<file path="config.mk">
export PLATFORM = sky130hd
export DESIGN_NAME = lsr_stat_rx
export DESIGN_NICKNAME = d
export VERILOG_FILES = /design/src/rtl/lsr_pkg.sv /design/src/rtl/lsr_beat_ctr.sv /design/src/rtl/lsr_flag_pulse.sv /design/src/rtl/lsr_reg_asm.sv /design/src/rtl/lsr_stat_rx.sv
export SDC_FILE = /design/constraint.sdc
export NUM_CORES = 1
export LEC_CHECK = 0
export BUFFER_PORTS_ARGS = -buffer_cell sky130_fd_sc_hd__buf_4
export CAP_MARGIN = 20
export CORE_MARGIN = 3
export CORE_UTILIZATION = 45
export CTS_CLUSTER_DIAMETER = 150
export DETAILED_ROUTE_END_ITERATION = 12
export PLACE_DENSITY_LB_ADDON = 0.15
export SKIP_CTS_REPAIR_TIMING = 1
export SYNTH_ARGS = -nofsm -noshare
export SYNTH_HDL_FRONTEND = slang
export SYNTH_HIERARCHICAL = 1
export SYNTH_SLANG_ARGS = --single-unit
</file>
<file path="constraint.sdc">
create_clock -name clk -period 2.8 [get_ports clk]
set_input_delay 0.14 -clock clk [delete_from_list [all_inputs] [get_ports clk]]
set_output_delay 0.14 -clock clk [all_outputs]
set_load 0.01 [all_outputs]
</file>
<file path="src/rtl/lsr_pkg.sv">
package lsr_pkg;

  localparam int unsigned LSR_BPC    = 2;
  localparam int unsigned LSR_FLAGS  = 4;
  localparam int unsigned LSR_ADDR_W = 4;
  localparam int unsigned LSR_DATA_W = 8;
  localparam logic [1:0]  LSR_CTL_STATUS = 2'b01;

  // number of bus beats needed to carry a given number of bits
  function automatic int unsigned lsr_beats(input int unsigned bits,
                                            input int unsigned bpc);
    return (bits + bpc - 1) / bpc;
  endfunction

  // beat index on which a flag bit travels
  function automatic int unsigned lsr_flag_beat(input int unsigned flag_idx,
                                                input int unsigned bpc);
    return flag_idx / bpc;
  endfunction

  // lane of the data bus that carries a flag bit
  function automatic int unsigned lsr_flag_lane(input int unsigned flag_idx,
                                                input int unsigned bpc);
    return flag_idx % bpc;
  endfunction

  // a transfer length is regular when it is the short or the full form
  function automatic logic lsr_len_regular(input int unsigned len,
                                           input int unsigned short_len,
                                           input int unsigned full_len);
    return (len == short_len) || (len == full_len);
  endfunction

endpackage

</file>
<file path="src/rtl/lsr_beat_ctr.sv">
module lsr_beat_ctr #(
  parameter int unsigned FULL_CYC = 8,
  parameter int unsigned CNT_W    = 4
) (
  input  logic             clk,
  input  logic             rst_n,
  input  logic             stat_act,
  output logic [CNT_W-1:0] beat_idx,
  output logic             end_evt,
  output logic [CNT_W-1:0] end_len
);

  // saturates one past the full length so overlong transfers stay visible
  localparam logic [CNT_W-1:0] SAT = CNT_W'(FULL_CYC + 1);

  logic [CNT_W-1:0] cnt_q;

  always_ff @(posedge clk) begin
    if (!rst_n) begin
      cnt_q <= '0;
    end else if (stat_act) begin
      if (cnt_q != SAT) cnt_q <= cnt_q + 1'b1;
    end else begin
      cnt_q <= '0;
    end
  end

  assign beat_idx = cnt_q;
  assign end_evt  = !stat_act && (cnt_q != '0);
  assign end_len  = cnt_q;

endmodule

</file>
<file path="src/rtl/lsr_flag_pulse.sv">
module lsr_flag_pulse
  import lsr_pkg::*;
#(
  parameter int unsigned BPC   = 2,
  parameter int unsigned FLAGS = 4,
  parameter int unsigned CNT_W = 4
) (
  input  logic             clk,
  input  logic             rst_n,
  input  logic             stat_act,
  input  logic [CNT_W-1:0] beat_idx,
  input  logic [BPC-1:0]   dat,
  output logic [FLAGS-1:0] flags
);

  logic [FLAGS-1:0] flag_q;

  for (genvar g = 0; g < FLAGS; g++) begin : g_flag
    localparam int unsigned BEAT = lsr_flag_beat(g, BPC);
    localparam int unsigned LANE = lsr_flag_lane(g, BPC);
    logic hit;
    assign hit = stat_act && (beat_idx == CNT_W'(BEAT)) && dat[LANE];
    always_ff @(posedge clk) begin
      if (!rst_n) flag_q[g] <= 1'b0;
      else        flag_q[g] <= hit;
    end
  end

  assign flags = flag_q;

endmodule

</file>
<file path="src/rtl/lsr_reg_asm.sv">
module lsr_reg_asm #(
  parameter int unsigned BPC      = 2,
  parameter int unsigned ADDR_W   = 4,
  parameter int unsigned DATA_W   = 8,
  parameter int unsigned FLAG_CYC = 2,
  parameter int unsigned FULL_CYC = 8,
  parameter int unsigned CNT_W    = 4
) (
  input  logic              clk,
  input  logic              rst_n,
  input  logic              stat_act,
  input  logic [CNT_W-1:0]  beat_idx,
  input  logic [BPC-1:0]    dat,
  output logic              last_beat,
  output logic              reg_vld,
  output logic [ADDR_W-1:0] reg_addr,
  output logic [DATA_W-1:0] reg_data
);

  localparam int unsigned PAY_W = ADDR_W + DATA_W;

  logic [PAY_W-1:0]  pay_q;
  logic [PAY_W-1:0]  pay_next;
  logic              in_pay;
  logic              vld_q;
  logic [ADDR_W-1:0] addr_q;
  logic [DATA_W-1:0] data_q;

  // new bits enter at the top; the first payload beat ends at the bottom
  assign pay_next  = {dat, pay_q[PAY_W-1:BPC]};
  assign in_pay    = stat_act && (beat_idx >= CNT_W'(FLAG_CYC))
                              && (beat_idx <  CNT_W'(FULL_CYC));
  assign last_beat = stat_act && (beat_idx == CNT_W'(FULL_CYC - 1));

  always_ff @(posedge clk) begin
    if (!rst_n) begin
      pay_q <= '0;
    end else if (in_pay) begin
      pay_q <= pay_next;
    end else if (!stat_act) begin
      pay_q <= '0;  // partial record discarded
    end
  end

  always_ff @(posedge clk) begin
    if (!rst_n) begin
      vld_q  <= 1'b0;
      addr_q <= '0;
      data_q <= '0;
    end else begin
      vld_q <= last_beat;
      if (last_beat) begin
        addr_q <= pay_next[ADDR_W-1:0];
        data_q <= pay_next[PAY_W-1:ADDR_W];
      end
    end
  end

  assign reg_vld  = vld_q;
  assign reg_addr = addr_q;
  assign reg_data = data_q;

endmodule

</file>
<file path="src/rtl/lsr_stat_rx.sv">
module lsr_stat_rx
  import lsr_pkg::*;
#(
  parameter int unsigned BPC    = LSR_BPC,
  parameter int unsigned FLAGS  = LSR_FLAGS,
  parameter int unsigned ADDR_W = LSR_ADDR_W,
  parameter int unsigned DATA_W = LSR_DATA_W
) (
  input  logic              clk,
  input  logic              rst_n,
  input  logic [1:0]        ctl_i,
  input  logic [BPC-1:0]    dat_i,
  output logic [FLAGS-1:0]  flags_o,
  output logic              reg_vld_o,
  output logic [ADDR_W-1:0] reg_addr_o,
  output logic [DATA_W-1:0] reg_data_o,
  output logic              trunc_o
);

  localparam int unsigned FLAG_CYC = lsr_beats(FLAGS, BPC);
  localparam int unsigned FULL_CYC = lsr_beats(FLAGS + ADDR_W + DATA_W, BPC);
  localparam int unsigned CNT_W    = $clog2(FULL_CYC + 2);

  // named internal events, visible to the bound checker
  logic             stat_act;
  logic [CNT_W-1:0] beat_idx;
  logic             end_evt;
  logic [CNT_W-1:0] end_len;
  logic             last_beat;
  logic             end_irregular;
  logic             trunc_q;

  assign stat_act = (ctl_i == LSR_CTL_STATUS);

  lsr_beat_ctr #(.FULL_CYC(FULL_CYC), .CNT_W(CNT_W)) u_ctr (
    .clk      (clk),
    .rst_n    (rst_n),
    .stat_act (stat_act),
    .beat_idx (beat_idx),
    .end_evt  (end_evt),
    .end_len  (end_len)
  );

  lsr_flag_pulse #(.BPC(BPC), .FLAGS(FLAGS), .CNT_W(CNT_W)) u_flags (
    .clk      (clk),
    .rst_n    (rst_n),
    .stat_act (stat_act),
    .beat_idx (beat_idx),
    .dat      (dat_i),
    .flags    (flags_o)
  );

  lsr_reg_asm #(
    .BPC(BPC), .ADDR_W(ADDR_W), .DATA_W(DATA_W),
    .FLAG_CYC(FLAG_CYC), .FULL_CYC(FULL_CYC), .CNT_W(CNT_W)
  ) u_reg (
    .clk       (clk),
    .rst_n     (rst_n),
    .stat_act  (stat_act),
    .beat_idx  (beat_idx),
    .dat       (dat_i),
    .last_beat (last_beat),
    .reg_vld   (reg_vld_o),
    .reg_addr  (reg_addr_o),
    .reg_data  (reg_data_o)
  );

  assign end_irregular = end_evt && !lsr_len_regular(32'(end_len), FLAG_CYC, FULL_CYC);

  always_ff @(posedge clk) begin
    if (!rst_n) trunc_q <= 1'b0;
    else        trunc_q <= end_irregular;
  end

  assign trunc_o = trunc_q;

endmodule

</file>
## Word-level counts from Yosys, hierarchy flattened

Index checks and enable logic that the tools add are counted.

- Input bits: 6
- Register bits: 34
- Output and inout port bits: 18

- Reduce and logical (&&, ||, !) cells: 17
- Mux-type cells: 2
- Equal/unequal tests: 7
- $lt $le $gt $ge: 2
- Add/sub/neg operators: 1

Operators with widths:

| kind | count |
|---|---|
| 12-bit two-way mux | 2 |
| 1-bit logical AND | 11 |
| 4-bit by 1-bit adder with 4-bit output, second input constant | 1 |
| 4-bit by 1-bit equality test with 1-bit output, second input constant | 1 |
| 4-bit by 2-bit equality test with 1-bit output, second input constant | 1 |
| 4-bit by 3-bit equality test with 1-bit output, second input constant | 1 |
| 4-bit equality test, second input constant | 1 |
| 4-bit by 2-bit greater-or-equal comparator with 1-bit output, second input constant | 1 |
| 4-bit logical NOT | 1 |
| 4-bit < comparator, second input constant | 1 |
| 4-bit inequality test, second input constant | 1 |
| 4-bit nonzero test | 1 |
| 2-bit by 1-bit equality test with 1-bit output, second input constant | 1 |
| 1-bit logical NOT | 2 |
| 2-bit by 1-bit inequality test with 1-bit output, second input constant | 1 |
| 2-bit AND reduction | 1 |
| 1-bit logical OR | 1 |

## Longest topological paths before layout

- Depth in word-level cells: 4
- Gate-level depth with buffers: 6
- Depth with buffers taken out: 5

## By module

Netlist, hierarchy kept.

Modules (own cells, without submodules):

| module | instances | area each (um^2) | seq. area each (um^2) | cells each |
|---|---|---|---|---|
| lsr_reg_asm | 1 | 982.2 | 460.4 | 104 |
| lsr_beat_ctr | 1 | 254.0 | 80.1 | 28 |
| lsr_flag_pulse | 1 | 128.9 | 80.1 | 13 |
| lsr_stat_rx | 1 | 45.0 | 20.0 | 4 |

## Worst setup path after synthesis

No wires, ideal clock.

- Path type: reg-to-reg
- Start: reg u_ctr.cnt_q[3] (netlist: u_ctr/beat_idx[3])
- End: reg u_reg.vld_q (netlist: u_reg/reg_vld)
- Period minus slack after synthesis: 1.257 ns
- Buffers on the path: 2
- Stages on the path, launching flop included: 6
- Data arrival time: 1.142 ns
- Data required time: 2.685 ns
- Setup slack: 1.543 ns
- Cells stage by stage: dfxtp_1 -> nor2b_4 -> and4_4 -> buf_6 -> buf_12 -> and2_1

- Word-level cells in the longest chain between the ends: 2

RTL lines:

| element | RTL line | RTL |
|---|---|---|
| from (decl) | lsr_beat_ctr.sv:16 | `logic [CNT_W-1:0] cnt_q;` |
| from (signal assigned) | lsr_beat_ctr.sv:22 | `if (cnt_q != SAT) cnt_q <= cnt_q + 1'b1;` |
| 4-bit by 3-bit equality test with 1-bit output | lsr_reg_asm.sv:33 | `assign last_beat = stat_act && (beat_idx == CNT_W'(FULL_CYC - 1));` |
| 1-bit logical AND | lsr_reg_asm.sv:33 |  |
| via last_beat | lsr_stat_rx.sv:29 | `logic last_beat;` |
| to (signal assigned) | lsr_reg_asm.sv:51 | `vld_q <= last_beat;` |
| to (decl) | lsr_reg_asm.sv:25 | `logic vld_q;` |

The timed path passes the listed nets, and every way through them passes these cells.
A chain may end at the register's enable or synchronous reset.

## Worst setup path after layout

- Start: reg u_ctr.cnt_q[3] (netlist: u_ctr/beat_idx[3])
- End: reg u_reg.addr_q[2] (netlist: u_reg/reg_addr[2])

- Word-level cells in the longest chain between the ends: 2

RTL lines:

| element | RTL line | RTL |
|---|---|---|
| 4-bit by 3-bit equality test with 1-bit output | lsr_reg_asm.sv:33 |  |
| 1-bit logical AND | lsr_reg_asm.sv:33 |  |
| via last_beat | lsr_stat_rx.sv:29 |  |
| to (signal assigned) | lsr_reg_asm.sv:53 | `addr_q <= pay_next[ADDR_W-1:0];` |
| to (decl) | lsr_reg_asm.sv:26 | `logic [ADDR_W-1:0] addr_q;` |

The timed path passes the listed nets, and every way through them passes these cells.

==> metrics.yaml <==
die:
  die_h_um: 62.0
  die_w_um: 62.0
  initial_utilization_pct: 49.0
  io_pins: 24
  core_sq_mm: 0.00288
  dieArea_sq_mm: 0.00384
  std_cell_rows: 19
clock_network:
  root_buffer: "clkbuf_4"
  h-tree-depth: 2
  cts_tree: "yes"
  cts.sinks: 32
  clock_latency_ns: 0.33
  clk_pin_slew_ns: 0.10
  numCtsBuffers: 5
  ctsLongestPathBuffers: 2
sta:
  finalHoldViolCount: 0
  whs_ns: 0.0534
  slew_violations: 0
  fin_skew_ns: 0.00381
  timing.fmax_mhz: 634
  setup_tns_ns: 0
  relSlewSlack_pct: 54.5
  rsz0062_at_grt: "no"
  min_period_ns: 1.58
  fin_crit_sh_pct: 56.3
  worstMarginPinSlew_ns: 0.682
  setup_viol: 0
route:
  wire_per_inst_um: 12.2
  first_pass_iters: 4
  ant_nets: 0
  drt-initial-drc-count: 46
  drc: 0
  num_vias: 1045
  via_per_inst: 5.00
  drt-total-wl_mm: 2.54
setup_path:
  critPathLaunchType: "register"
  ff2ff_setup_slack_ns: 1.22
  worst_ep_arrival_time_ns: 1.83
  crit_chain: "nor2b_4 -> and4_4 -> mux2i_1"
  reg2reg_depth: 3
  cp-end-kind: "register"
  cp_slowest_cell: "dfxtp_1"
  critPathMaxStageDelay_ns: 0.54
  cp_num_buf_inv: 0
  timing.rr.end: "u_reg/reg_addr[2]"
  r2r-start: "u_ctr/beat_idx[3]"
  path_max_fanout: 17
  crit_family: "simple AND/OR/NAND/NOR gates"
  crit_required_ns: 3.06
  crit_type: "register to register"
hold_path:
  hold_class: "input port to register"
  holdPathEnd: "u_flags/flags[0]"
  hold_depth: 3
  worstHoldStart: "dat_i[0]"
global_route:
  antenna_found_initial: 0
  grt_max_degree: 42
  grt_use_total_pct: 15.7
  grt_pass1_wl_mm: 4.29
  overflow: 0
  grt_pass1_vias: 950
placed_design:
  port_buffers: 23
  detailedPlacementHpwl_mm: 1.71
  placed_cells: 201
  postPlaceCellArea_sq_mm: 0.00155
  place_congestion: 0.765
layout:
  mostFrequentLayoutCell: "dfxtp_1"
  stdcell_area_sq_mm: 0.00162
  areaGrowthSynthToFinish_pct: 15.0
  layout-drive-gt1-share_pct: 21.6
  antenna_cells: 0
  fin_cells: 209
  fillers: 258
  nets: 175
  final_cell_mix: "32 x dfxtp_1, 28 x nand2_1, 24 x buf_4, 13 x mux2i_1, 13 x nand3_1"
synth:
  synth_edf_count: 0
  yosys_warnings: 6
  ys_seq_area_share_pct: 45.4
  syn-instance-count: 149
  async_flop_share_pct: 0
  ys.flop_type: "dfxtp_1"
  syn_avg_cell_area_sq_um: 9.46
  synth_top_area_share_pct: 45.4
  synth_area_leaders: "dfxtp_1 45%, mux2i_1 9.2%, nand2_1 7.5%, a21boi_1 5.3%, o211ai_1 5.3%"
  syn_area_sq_mm: 0.00141
  syn_nets: 158
  yosys.cell_types.count: 29
  yosys_register_bits: 32
  yosys.area.top_type: "dfxtp_1"
power_and_ir_drop:
  cellPowerDensity_mw_per_mm2: 516
  power_uw: 837
  leakage_uw: 0.000622
  irDropWorstVdd_mv: 0.366
run_status:
  outcome: "complete, no violations"
flow_run:
  maxCapViolCount: 0
-- final cells by class --
| cell class | instances | area, sq um | share of cell area, % |
|---|---|---|---|
| clock buffers | 6 | 41.3 | 2.55 |
| clock inverters | 2 | 35.0 | 2.16 |
| inverters | 2 | 7.51 | 0.463 |
| flip-flops and latches | 32 | 641 | 39.5 |
| repair buffers | 24 | 180 | 11.1 |
| multi-input cells | 101 | 664 | 41.0 |
| well taps | 42 | 52.6 | 3.24 |
-- logic make-up (layout without fill, tap and decap cells) --
logic type / after synthesis / after routing / synth area share, %
muxes: 13 / 13 / 9.23
adders and majority gates: 3 / 3 / 2.66
and+or+nand+nor: 59 / 59 / 21.3
xor gates and xnor gates: 3 / 3 / 1.86
AOI/OAI and AO/OA: 23 / 23 / 12.1
buffers and inverters: 16 / 34 / 7.45
DFF: 32 / 32 / 45.4
-- how the worst max path moves through the flow --
stage                                  from  slack (ns)  cells past startpoint                 to
after floorplan           u_ctr/beat_idx[3]        1.54                      5      u_reg/reg_vld
after global placement             ctl_i[1]        1.25                      6  u_reg/reg_addr[2]
after detailed placement           ctl_i[1]        1.22                      6  u_reg/reg_data[6]
after CTS                 u_ctr/beat_idx[3]        1.20                      3  u_reg/reg_addr[2]
after global routing      u_ctr/beat_idx[3]        1.08                      3  u_reg/reg_addr[2]
final                     u_ctr/beat_idx[3]        1.22                      3  u_reg/reg_addr[2]
-- cell usage after synthesis (all sizes together), types with 3 or more instances --
master,number
nand2,28
mux2i,13
o211ai,10
nand3,13
clkbuf,3
dfxtp,32
ha,3
a21boi,10
buf,11
nor2,7
-- report_power, final --
| part | total, uW | internal, uW | leakage [uW] | switching (uW) |
|---|---|---|---|---|
| Combinational | 36.3 | 15.2 | 0.000322 | 21.1 |
| Sequential | 460 | 457 | 0.000258 | 2.71 |
| Clock | 341 | 187 | 0.0000422 | 154 |
-- per-layer routing --
| layer | global-route usage, % | part of all wire (%) |
|---|---|---|
| met5 | 0 | 0 |
| met4 | 9.09 | 1.8 |
| met3 | 4.96 | 3.5 |
| met2 | 23.7 | 44 |
| met1 | 19.5 | 51 |
-- flip-flops by register name, summed over array words and instances, names as in the netlist --
signal / count
u_flags/flags: 4
u_reg/pay_q: 10
u_ctr/beat_idx: 4
u_reg/reg_data: 8
u_reg/reg_addr: 4
u_reg/reg_vld: 1
trunc_o: 1
-- worst register-to-register path: cells and delay by family (launching register included) --
kind | cells | cell delay (ns)
flip-flops | 1 | 0.54
multiplexers | 1 | 0.23
AND/OR/NAND/NOR | 2 | 0.75
-- per-stage QoR --
step	setup WS (ns)	utilization, %
after detailed placement	1.22	53.7
after global routing	1.08	56.4
after CTS	1.20	56.4
after floorplan	1.54	-
final	1.22	56.4
after global placement	1.25	53.7
Power figures use the tool's default switching activity.
